`config.mk`:
```
export PLATFORM = sky130hd
export DESIGN_NAME = stack_vector_seq
export DESIGN_NICKNAME = d
export VERILOG_FILES = /design/src/rtl/svs_pkg.sv /design/src/rtl/svs_intr_arb.sv /design/src/rtl/svs_addr_gen.sv /design/src/rtl/svs_seq.sv /design/src/rtl/stack_vector_seq.sv
export SDC_FILE = /design/constraint.sdc
export NUM_CORES = 1
export LEC_CHECK = 0
export BUFFER_PORTS_ARGS = -buffer_cell sky130_fd_sc_hd__buf_2
export CAP_MARGIN = 20
export CORE_MARGIN = 2
export CORE_UTILIZATION = 55
export CTS_CLUSTER_SIZE = 20
export DETAILED_ROUTE_END_ITERATION = 7
export GPL_ROUTABILITY_DRIVEN = 1
export HOLD_SLACK_MARGIN = 0.03
export PLACE_DENSITY = 0.82
export SYNTH_ARGS = -nofsm -noshare
export SYNTH_HDL_FRONTEND = slang
export SYNTH_SLANG_ARGS = --single-unit
```
`constraint.sdc`:
```
create_clock -name clk -period 4.4 [get_ports clk]
set_input_delay 0.44 -clock clk [delete_from_list [all_inputs] [get_ports clk]]
set_output_delay 0.44 -clock clk [all_outputs]
set_load 0.03 [all_outputs]
```
`src/rtl/svs_pkg.sv`:
```
package svs_pkg;

  localparam int unsigned DW      = 8;
  localparam int unsigned AW      = 16;
  localparam int unsigned IDX_W   = 3;
  localparam logic [7:0]  STK_PG  = 8'h01;
  localparam int unsigned BIT_B   = 4;
  localparam int unsigned BIT_I   = 2;
  localparam logic [15:0] VEC_NMI = 16'hFFFA;
  localparam logic [15:0] VEC_RST = 16'hFFFC;
  localparam logic [15:0] VEC_IRQ = 16'hFFFE;

  typedef enum logic [3:0] {
    OP_PUSH = 4'd0, OP_PULL = 4'd1, OP_JSR = 4'd2, OP_RTS = 4'd3,
    OP_BRK  = 4'd4, OP_RTI  = 4'd5, OP_RESET = 4'd6, OP_NMI = 4'd7,
    OP_IRQ  = 4'd8
  } op_e;

  typedef enum logic [3:0] {
    U_WR_PCH, U_WR_PCL, U_WR_P, U_WR_DAT,
    U_RD_P, U_RD_PCL, U_RD_PCH, U_RD_DAT,
    U_RD_VL, U_RD_VH
  } uop_e;

  typedef struct packed {
    uop_e kind;
    logic last;
  } ustep_t;

  function automatic ustep_t step_of(op_e op, logic [IDX_W-1:0] idx);
    ustep_t s;
    s = '{kind: U_RD_VH, last: 1'b1};
    case (op)
      OP_PUSH: s = '{kind: U_WR_DAT, last: 1'b1};
      OP_PULL: s = '{kind: U_RD_DAT, last: 1'b1};
      OP_JSR: begin
        if (idx == 0) s = '{kind: U_WR_PCH, last: 1'b0};
        else          s = '{kind: U_WR_PCL, last: 1'b1};
      end
      OP_RTS: begin
        if (idx == 0) s = '{kind: U_RD_PCL, last: 1'b0};
        else          s = '{kind: U_RD_PCH, last: 1'b1};
      end
      OP_RTI: begin
        case (idx)
          3'd0:    s = '{kind: U_RD_P,   last: 1'b0};
          3'd1:    s = '{kind: U_RD_PCL, last: 1'b0};
          default: s = '{kind: U_RD_PCH, last: 1'b1};
        endcase
      end
      OP_RESET: begin
        if (idx == 0) s = '{kind: U_RD_VL, last: 1'b0};
        else          s = '{kind: U_RD_VH, last: 1'b1};
      end
      default: begin
        case (idx)
          3'd0:    s = '{kind: U_WR_PCH, last: 1'b0};
          3'd1:    s = '{kind: U_WR_PCL, last: 1'b0};
          3'd2:    s = '{kind: U_WR_P,   last: 1'b0};
          3'd3:    s = '{kind: U_RD_VL,  last: 1'b0};
          default: s = '{kind: U_RD_VH,  last: 1'b1};
        endcase
      end
    endcase
    return s;
  endfunction

endpackage

```
`src/rtl/svs_intr_arb.sv`:
```
module svs_intr_arb
  import svs_pkg::*;
(
  input  logic clk,
  input  logic rst_n,
  input  logic rst_req,
  input  logic nmi_req,
  input  logic irq_req,
  input  logic irq_mask,
  input  logic grant,
  output logic pend_any,
  output op_e  pend_op
);

  logic rst_pend, nmi_q, nmi_pend, irq_q, irq_live;

  always_ff @(posedge clk or negedge rst_n) begin
    if (!rst_n) begin
      rst_pend <= 1'b0;
      nmi_q    <= 1'b0;
      nmi_pend <= 1'b0;
      irq_q    <= 1'b0;
    end else begin
      nmi_q <= nmi_req;
      irq_q <= irq_req;
      if (rst_req)                            rst_pend <= 1'b1;
      else if (grant && pend_op == OP_RESET)  rst_pend <= 1'b0;
      if (nmi_req && !nmi_q)                  nmi_pend <= 1'b1;
      else if (grant && pend_op == OP_NMI)    nmi_pend <= 1'b0;
    end
  end

  assign irq_live = irq_q && !irq_mask;
  assign pend_any = rst_pend || nmi_pend || irq_live;

  always_comb begin
    if (rst_pend)      pend_op = OP_RESET;
    else if (nmi_pend) pend_op = OP_NMI;
    else               pend_op = OP_IRQ;
  end

  AST_NMI_SINGLE: assert property (@(posedge clk) disable iff (!rst_n)
    (grant && pend_op == OP_NMI && nmi_req && nmi_q) |=> !nmi_pend);

  AST_IRQ_MASKED: assert property (@(posedge clk) disable iff (!rst_n)
    (grant && pend_op == OP_IRQ) |-> !irq_mask);

endmodule

```
`src/rtl/svs_addr_gen.sv`:
```
module svs_addr_gen
  import svs_pkg::*;
(
  input  logic          active,
  input  uop_e          kind,
  input  op_e           op,
  input  logic [DW-1:0] sp,
  input  logic [AW-1:0] pc_hold,
  input  logic [DW-1:0] p_hold,
  input  logic [DW-1:0] dat_hold,
  output logic [AW-1:0] addr,
  output logic          we,
  output logic [DW-1:0] wdata,
  output logic [DW-1:0] sp_nxt
);

  logic [AW-1:0] vec;
  logic [DW-1:0] sp_up;

  assign sp_up = sp + 8'd1;

  always_comb begin
    case (op)
      OP_NMI:   vec = VEC_NMI;
      OP_RESET: vec = VEC_RST;
      default:  vec = VEC_IRQ;
    endcase
  end

  always_comb begin
    addr   = '0;
    we     = 1'b0;
    wdata  = '0;
    sp_nxt = sp;
    if (active) begin
      case (kind)
        U_WR_PCH, U_WR_PCL, U_WR_P, U_WR_DAT: begin
          addr   = {STK_PG, sp};
          we     = 1'b1;
          sp_nxt = sp - 8'd1;
          case (kind)
            U_WR_PCH: wdata = pc_hold[15:8];
            U_WR_PCL: wdata = pc_hold[7:0];
            U_WR_P:   wdata = p_hold;
            default:  wdata = dat_hold;
          endcase
        end
        U_RD_VL: addr = vec;
        U_RD_VH: addr = vec | 16'h0001;
        default: begin
          addr   = {STK_PG, sp_up};
          sp_nxt = sp_up;
        end
      endcase
    end
  end

endmodule

```
`src/rtl/svs_seq.sv`:
```
module svs_seq
  import svs_pkg::*;
(
  input  logic          clk,
  input  logic          rst_n,
  input  logic          cmd_valid,
  output logic          cmd_ready,
  input  logic [2:0]    cmd_code,
  input  logic [AW-1:0] cmd_operand,
  input  logic [DW-1:0] push_data,
  input  logic [AW-1:0] pc_in,
  input  logic [DW-1:0] p_in,
  input  logic          pend_any,
  input  op_e           pend_op,
  output logic          grant,
  output logic          active,
  output uop_e          kind,
  output op_e           op,
  output logic [AW-1:0] pc_hold,
  output logic [DW-1:0] p_hold,
  output logic [DW-1:0] dat_hold,
  output logic [DW-1:0] sp,
  input  logic [DW-1:0] sp_nxt,
  input  logic [DW-1:0] mem_rdata,
  output logic [AW-1:0] pc_out,
  output logic [DW-1:0] p_out,
  output logic [DW-1:0] pull_data,
  output logic          done
);

  typedef enum logic [1:0] {S_IDLE, S_RUN, S_FIN} st_e;

  st_e              st;
  op_e              op_q;
  logic [IDX_W-1:0] idx;
  ustep_t           cur;
  logic [AW-1:0]    opnd_q, pc_keep, pc_new;
  logic [DW-1:0]    lo_q, hi_q, p_rd, p_base, p_keep, p_new;
  logic             accept;

  assign cur       = step_of(op_q, idx);
  assign kind      = cur.kind;
  assign op        = op_q;
  assign active    = (st == S_RUN);
  assign done      = (st == S_FIN);
  assign grant     = (st == S_IDLE) && pend_any;
  assign cmd_ready = (st == S_IDLE) && !pend_any;
  assign accept    = cmd_ready && cmd_valid;

  always_comb begin
    pc_new = pc_keep;
    p_new  = p_keep;
    case (op_q)
      OP_JSR: pc_new = opnd_q;
      OP_RTS: pc_new = {hi_q, lo_q} + 16'd1;
      OP_RTI: begin
        pc_new = {hi_q, lo_q};
        p_new  = p_rd & ~(8'd1 << BIT_B);
      end
      OP_BRK, OP_NMI, OP_IRQ, OP_RESET: begin
        pc_new = {hi_q, lo_q};
        p_new  = p_base | (8'd1 << BIT_I);
      end
      default: ;
    endcase
  end

  assign pc_out = done ? pc_new : pc_keep;
  assign p_out  = done ? p_new  : p_keep;

  always_ff @(posedge clk or negedge rst_n) begin
    if (!rst_n) begin
      st        <= S_IDLE;
      op_q      <= OP_PUSH;
      idx       <= '0;
      sp        <= 8'hFF;
      pc_hold   <= '0;
      p_hold    <= '0;
      p_base    <= '0;
      dat_hold  <= '0;
      opnd_q    <= '0;
      lo_q      <= '0;
      hi_q      <= '0;
      p_rd      <= '0;
      pull_data <= '0;
      pc_keep   <= '0;
      p_keep    <= '0;
    end else begin
      case (st)
        S_IDLE: begin
          idx <= '0;
          if (grant) begin
            op_q    <= pend_op;
            pc_hold <= pc_in;
            p_hold  <= p_in & ~(8'd1 << BIT_B);
            p_base  <= p_in;
            st      <= S_RUN;
          end else if (accept) begin
            op_q     <= op_e'({1'b0, cmd_code});
            pc_hold  <= pc_in + 16'd2;
            p_hold   <= p_in | (8'd1 << BIT_B);
            p_base   <= p_in;
            dat_hold <= push_data;
            opnd_q   <= cmd_operand;
            st       <= S_RUN;
          end
        end
        S_RUN: begin
          sp <= sp_nxt;
          case (cur.kind)
            U_RD_P:            p_rd      <= mem_rdata;
            U_RD_PCL, U_RD_VL: lo_q      <= mem_rdata;
            U_RD_PCH, U_RD_VH: hi_q      <= mem_rdata;
            U_RD_DAT:          pull_data <= mem_rdata;
            default: ;
          endcase
          if (cur.last) st <= S_FIN;
          else          idx <= idx + 3'd1;
        end
        default: begin
          pc_keep <= pc_new;
          p_keep  <= p_new;
          st      <= S_IDLE;
        end
      endcase
    end
  end

  AST_DONE_PULSE: assert property (@(posedge clk) disable iff (!rst_n)
    done |=> !done);

  AST_READY_IDLE: assert property (@(posedge clk) disable iff (!rst_n)
    cmd_ready |-> (!done && !active));

  AST_ENTRY_SETS_I: assert property (@(posedge clk) disable iff (!rst_n)
    (done && (op_q == OP_BRK || op_q == OP_NMI || op_q == OP_IRQ || op_q == OP_RESET))
      |-> p_out[BIT_I]);

  AST_RTI_CLEARS_B: assert property (@(posedge clk) disable iff (!rst_n)
    (done && op_q == OP_RTI) |-> !p_out[BIT_B]);

endmodule

```
`src/rtl/stack_vector_seq.sv`:
```
module stack_vector_seq
  import svs_pkg::*;
(
  input  logic        clk,
  input  logic        rst_n,
  input  logic        rst_req,
  input  logic        nmi_req,
  input  logic        irq_req,
  input  logic        cmd_valid,
  output logic        cmd_ready,
  input  logic [2:0]  cmd_code,
  input  logic [15:0] cmd_operand,
  input  logic [7:0]  push_data,
  input  logic [15:0] pc_in,
  input  logic [7:0]  p_in,
  output logic [15:0] mem_addr,
  output logic        mem_we,
  output logic [7:0]  mem_wdata,
  input  logic [7:0]  mem_rdata,
  output logic [7:0]  sp,
  output logic [15:0] pc_out,
  output logic [7:0]  p_out,
  output logic [7:0]  pull_data,
  output logic        done,
  output logic [3:0]  done_op
);

  logic          pend_any, grant, active;
  op_e           pend_op, op;
  uop_e          kind;
  logic [AW-1:0] pc_hold;
  logic [DW-1:0] p_hold, dat_hold, sp_nxt;

  svs_intr_arb u_arb (
    .clk      (clk),
    .rst_n    (rst_n),
    .rst_req  (rst_req),
    .nmi_req  (nmi_req),
    .irq_req  (irq_req),
    .irq_mask (p_in[BIT_I]),
    .grant    (grant),
    .pend_any (pend_any),
    .pend_op  (pend_op)
  );

  svs_seq u_seq (
    .clk         (clk),
    .rst_n       (rst_n),
    .cmd_valid   (cmd_valid),
    .cmd_ready   (cmd_ready),
    .cmd_code    (cmd_code),
    .cmd_operand (cmd_operand),
    .push_data   (push_data),
    .pc_in       (pc_in),
    .p_in        (p_in),
    .pend_any    (pend_any),
    .pend_op     (pend_op),
    .grant       (grant),
    .active      (active),
    .kind        (kind),
    .op          (op),
    .pc_hold     (pc_hold),
    .p_hold      (p_hold),
    .dat_hold    (dat_hold),
    .sp          (sp),
    .sp_nxt      (sp_nxt),
    .mem_rdata   (mem_rdata),
    .pc_out      (pc_out),
    .p_out       (p_out),
    .pull_data   (pull_data),
    .done        (done)
  );

  svs_addr_gen u_addr (
    .active   (active),
    .kind     (kind),
    .op       (op),
    .sp       (sp),
    .pc_hold  (pc_hold),
    .p_hold   (p_hold),
    .dat_hold (dat_hold),
    .addr     (mem_addr),
    .we       (mem_we),
    .wdata    (mem_wdata),
    .sp_nxt   (sp_nxt)
  );

  assign done_op = op;

  AST_WR_IN_PAGE1: assert property (@(posedge clk) disable iff (!rst_n)
    mem_we |-> (mem_addr[15:8] == STK_PG));

  AST_WR_AT_SP: assert property (@(posedge clk) disable iff (!rst_n)
    mem_we |-> (mem_addr[7:0] == sp));

  AST_WR_THEN_DEC: assert property (@(posedge clk) disable iff (!rst_n)
    mem_we |=> (sp == $past(sp) - 8'd1));

  AST_RESET_NO_WRITE: assert property (@(posedge clk) disable iff (!rst_n)
    (active && done_op == 4'd6) |-> !mem_we);

endmodule

```
==> impl_metrics.yaml <==
status:
  status: "completed"
setup_path:
  endpoint_kind: "primary output"
  max_stage_delay_ns: 0.73
  crit_required_ns: 3.96
  r2r_start: "u_seq.op[1]$_DFFE_PN0P_"
  worst-path-max-fanout: 22
  path_class: "register to primary output"
  cp_cell_sequence: "nand4bb_1, o21ai_2, nand2_4, mux2i_1, a211oi_1, buf_2"
  reg2reg_to: "u_seq.lo_q[7]$_DFFE_PN0P_"
  cp-start-kind: "register"
  r2r_cells: 5
  crit_arrival_ns: 3.35
  cp_slowest_cell: "dfrtp_1"
  r2r_slack_ns: 1.11
placement:
  place_inst: 950
  hpwl_mm: 13.0
  port_buffers: 135
  gp_congestion: 0.891
  place_worst_setup_slack_ns: 1.20
timing:
  max_freq_ghz: 0.264
  whs_ns: 0.125
  fin_crit_ns: 3.79
  setup-tns-final_ns: 0
  finalSetupViolations: 0
  layout_setup_ws_ns: 0.610
  fin_crit_sh: 0.861
  maxSlewHeadroom: 0.255
  finalMaxSlewViolations: 0
  finClkSkew_ns: 0.00597
  finalHoldViolCount: 0
  worst_pin_slew_ns: 1.12
  rsz0062_at_grt: "false"
job:
  drv_cap: 0
drt:
  firstDrtPassIters: 5
  detail_route.wl_per_cell_um: 18.6
  wirelength_mm: 18.3
  routed-via-count: 5938
  drc: 0
  wl_met1_mm: 7.82
  highest_layer: "met4"
  wl_met2_mm: 8.78
  drtAntennaViolNets: 0
  viasPerCell: 6.03
  met3_wirelength_mm: 1.21
  drt_iter0_drc: 504
clock_network:
  cts_made_buffers: 17
  path_clk_slew_ns: 0.06
  post_cts_resized: 0
  cts-htree-levels: 4
  cts_buffer_depth: 2
  root_buffer: "clkbuf_16"
  cts.sinks: 125
  clk-insertion-delay-late_ns: 0.42
  cts_tree: "yes"
hold_path:
  hold_depth: 1
  hold_class: "input port to register"
  min-delay-start: "irq_req"
  hold_end: "u_arb.irq_q$_DFF_PN0_"
floorplanning:
  dieArea_um2: 13600
  fp.dieW_um: 117
  initial_core_util: 0.559
  core.rowCount: 41
  num_io_pins: 136
  die_y_um: 117
  core_area_um2: 12500
pwr:
  pwr_density_cell_nw_per_um2: 930
  vdd_drop_max_v: 0.000577
  p_leak_nw: 3.92
layout:
  fill_cells: 953
  final_layout_size_suffix_gt1_frac: 0.334
  mostFrequentLayoutCells: "134 x buf_2, 117 x dfrtp_1, 61 x mux2_2"
  nNetsFinal: 873
  layoutNonFillerInstCount: 984
  mostFrequentLayoutCell: "buf_2"
  n_antenna_cell: 0
  area_growth_pct: 20.0
synthesis:
  yosys_register_bits: 125
  avgSynthCellArea_um2: 10.3
  synth_ff_type: "dfrtp_1"
  ys_types: 72
  syn_area_um2: 6960
  netlist_instances: 679
  yosysWarnings: 0
  synth_enable_flop_cells: 0
  ys_seq_area_frac: 0.451
  syn_nets: 753
  async_flop_share: 1.00
global_routing:
  grt_pass1_wl_mm: 28.7
  antenna_found_initial: 0
  grt_overflow_total: 0
  grt_pass1_vias: 5625
  grtUsageTotal: 0.278
  grt_max_degree: 62
[Yosys cell counts (3+ instances only)]
library cell,count,area share
nand2b_1,8,0.0072
xnor2_1,25,0.031
or2_2,3,0.0027
nor3_1,13,0.0093
and3_1,20,0.018
o21ai_2,3,0.0038
mux2i_1,13,0.019
buf_2,13,0.0093
a21oi_1,38,0.027
and2_1,3,0.0027
mux2_4,8,0.017
a31oi_1,8,0.0072
inv_1,19,0.010
mux2_2,61,0.099
nor4_1,3,0.0027
a21o_1,4,0.0043
nor2_1,38,0.020
ha_1,9,0.016
dfstp_2,8,0.030
buf_4,8,0.0086
dfrtp_1,117,0.42
nand2_1,59,0.032
o211ai_1,6,0.0065
a22o_1,23,0.029
nand3_1,16,0.012
xor2_1,10,0.013
nor2b_1,3,0.0027
a221oi_1,3,0.0038
a211oi_1,16,0.017
clkbuf_1,22,0.012
a222oi_1,3,0.0043
o21ai_0,42,0.030
[what timing repair did]
item | CTS | global route
hold buffers | 1 | 0
setup endpoints to repair | 0 | 0
endpoints found under the hold margin | 26 | 0
setup buffers | 0 | 0
[cell families (layout without fill, tap and decap cells)]
logic type | Yosys count | in the layout | share of synthesized area
adders and majority gates | 9 | 9 | 0.0162
and+or+nand+nor | 185 | 185 | 0.133
DFF | 125 | 125 | 0.451
buffers and inverters | 65 | 198 | 0.0428
xor gates and xnor gates | 35 | 35 | 0.0440
AOI/OAI and AO/OA | 177 | 177 | 0.177
muxes | 83 | 83 | 0.136
[power breakdown]
part	internal [mW]	switching [mW]
clock	0.908	0.548
combinational	1.52	2.55
sequential	1.70	0.550
total	4.12	3.64
[metrics by stage]
| stage | cell area (um2) | utilization | power [mW] |
|---|---|---|---|
| global route | 8350 | 0.670 | 8.21 |
| CTS | 8330 | 0.668 | 7.74 |
| finish | 8350 | 0.670 | 7.77 |
| detailed placement | 7710 | 0.618 | 6.24 |
| floorplan | 6960 | - | 5.23 |
| global placement | 7710 | 0.618 | 6.10 |
[critical path, delay by kind of cell (launching register included)]
kind / cells / cell delay (ns)
AOI/OAI and AO/OA: 2 / 0.89
buffers and inverters: 1 / 0.25
DFF: 1 / 0.73
muxes: 1 / 0.20
and+or+nand+nor: 2 / 0.85
[layout make-up]
cell class	instances	area, um2	share of cell area
inverters	20	75.1	0.00899
multi-input cells	489	3540	0.423
well taps	172	215	0.0258
clock buffers	19	443	0.0530
repair buffers	146	783	0.0938
clock inverters	13	163	0.0195
flip-flops and latches	125	3140	0.376
[routing by layer]
layer | vias up | track usage
li1 | 2724 | -
met1 | 2913 | 0.369
met2 | 259 | 0.453
met3 | 42 | 0.0498
met4 | 0 | 0.118
met5 | - | 0
[worst max path at each step]
| stage | from | endpoint | cells past startpoint |
|---|---|---|---|
| final | u_seq.op[1]$_DFFE_PN0P_ | mem_wdata[4] | 6 |
| after global routing | u_seq.op[1]$_DFFE_PN0P_ | mem_wdata[4] | 6 |
| after CTS | u_seq.op[1]$_DFFE_PN0P_ | mem_wdata[4] | 6 |
| after detailed placement | u_seq.op[1]$_DFFE_PN0P_ | mem_wdata[6] | 6 |
| after global placement | u_seq.op[1]$_DFFE_PN0P_ | mem_wdata[4] | 6 |
| after floorplan | u_seq.idx[0]$_DFFE_PN0P_ | mem_wdata[5] | 9 |
[state kept, by name, indices dropped and copies added (netlist names)]
name / count
u_seq.st: 2
u_seq.idx: 3
u_seq.p_hold: 2
u_seq.pull_data: 8
u_arb.rst_pend: 1
u_seq.opnd_q: 16
u_seq.pc_hold: 16
u_seq.p_base: 7
u_arb.irq_q: 1
u_seq.p_keep: 8
u_seq.p_rd: 7
u_seq.sp: 8
u_arb.nmi_q: 1
u_seq.dat_hold: 8
u_seq.pc_keep: 16
u_seq.op: 4
u_seq.lo_q: 8
u_seq.hi_q: 8
u_arb.nmi_pend: 1
Note: power is estimated with default switching activity, not from simulation.
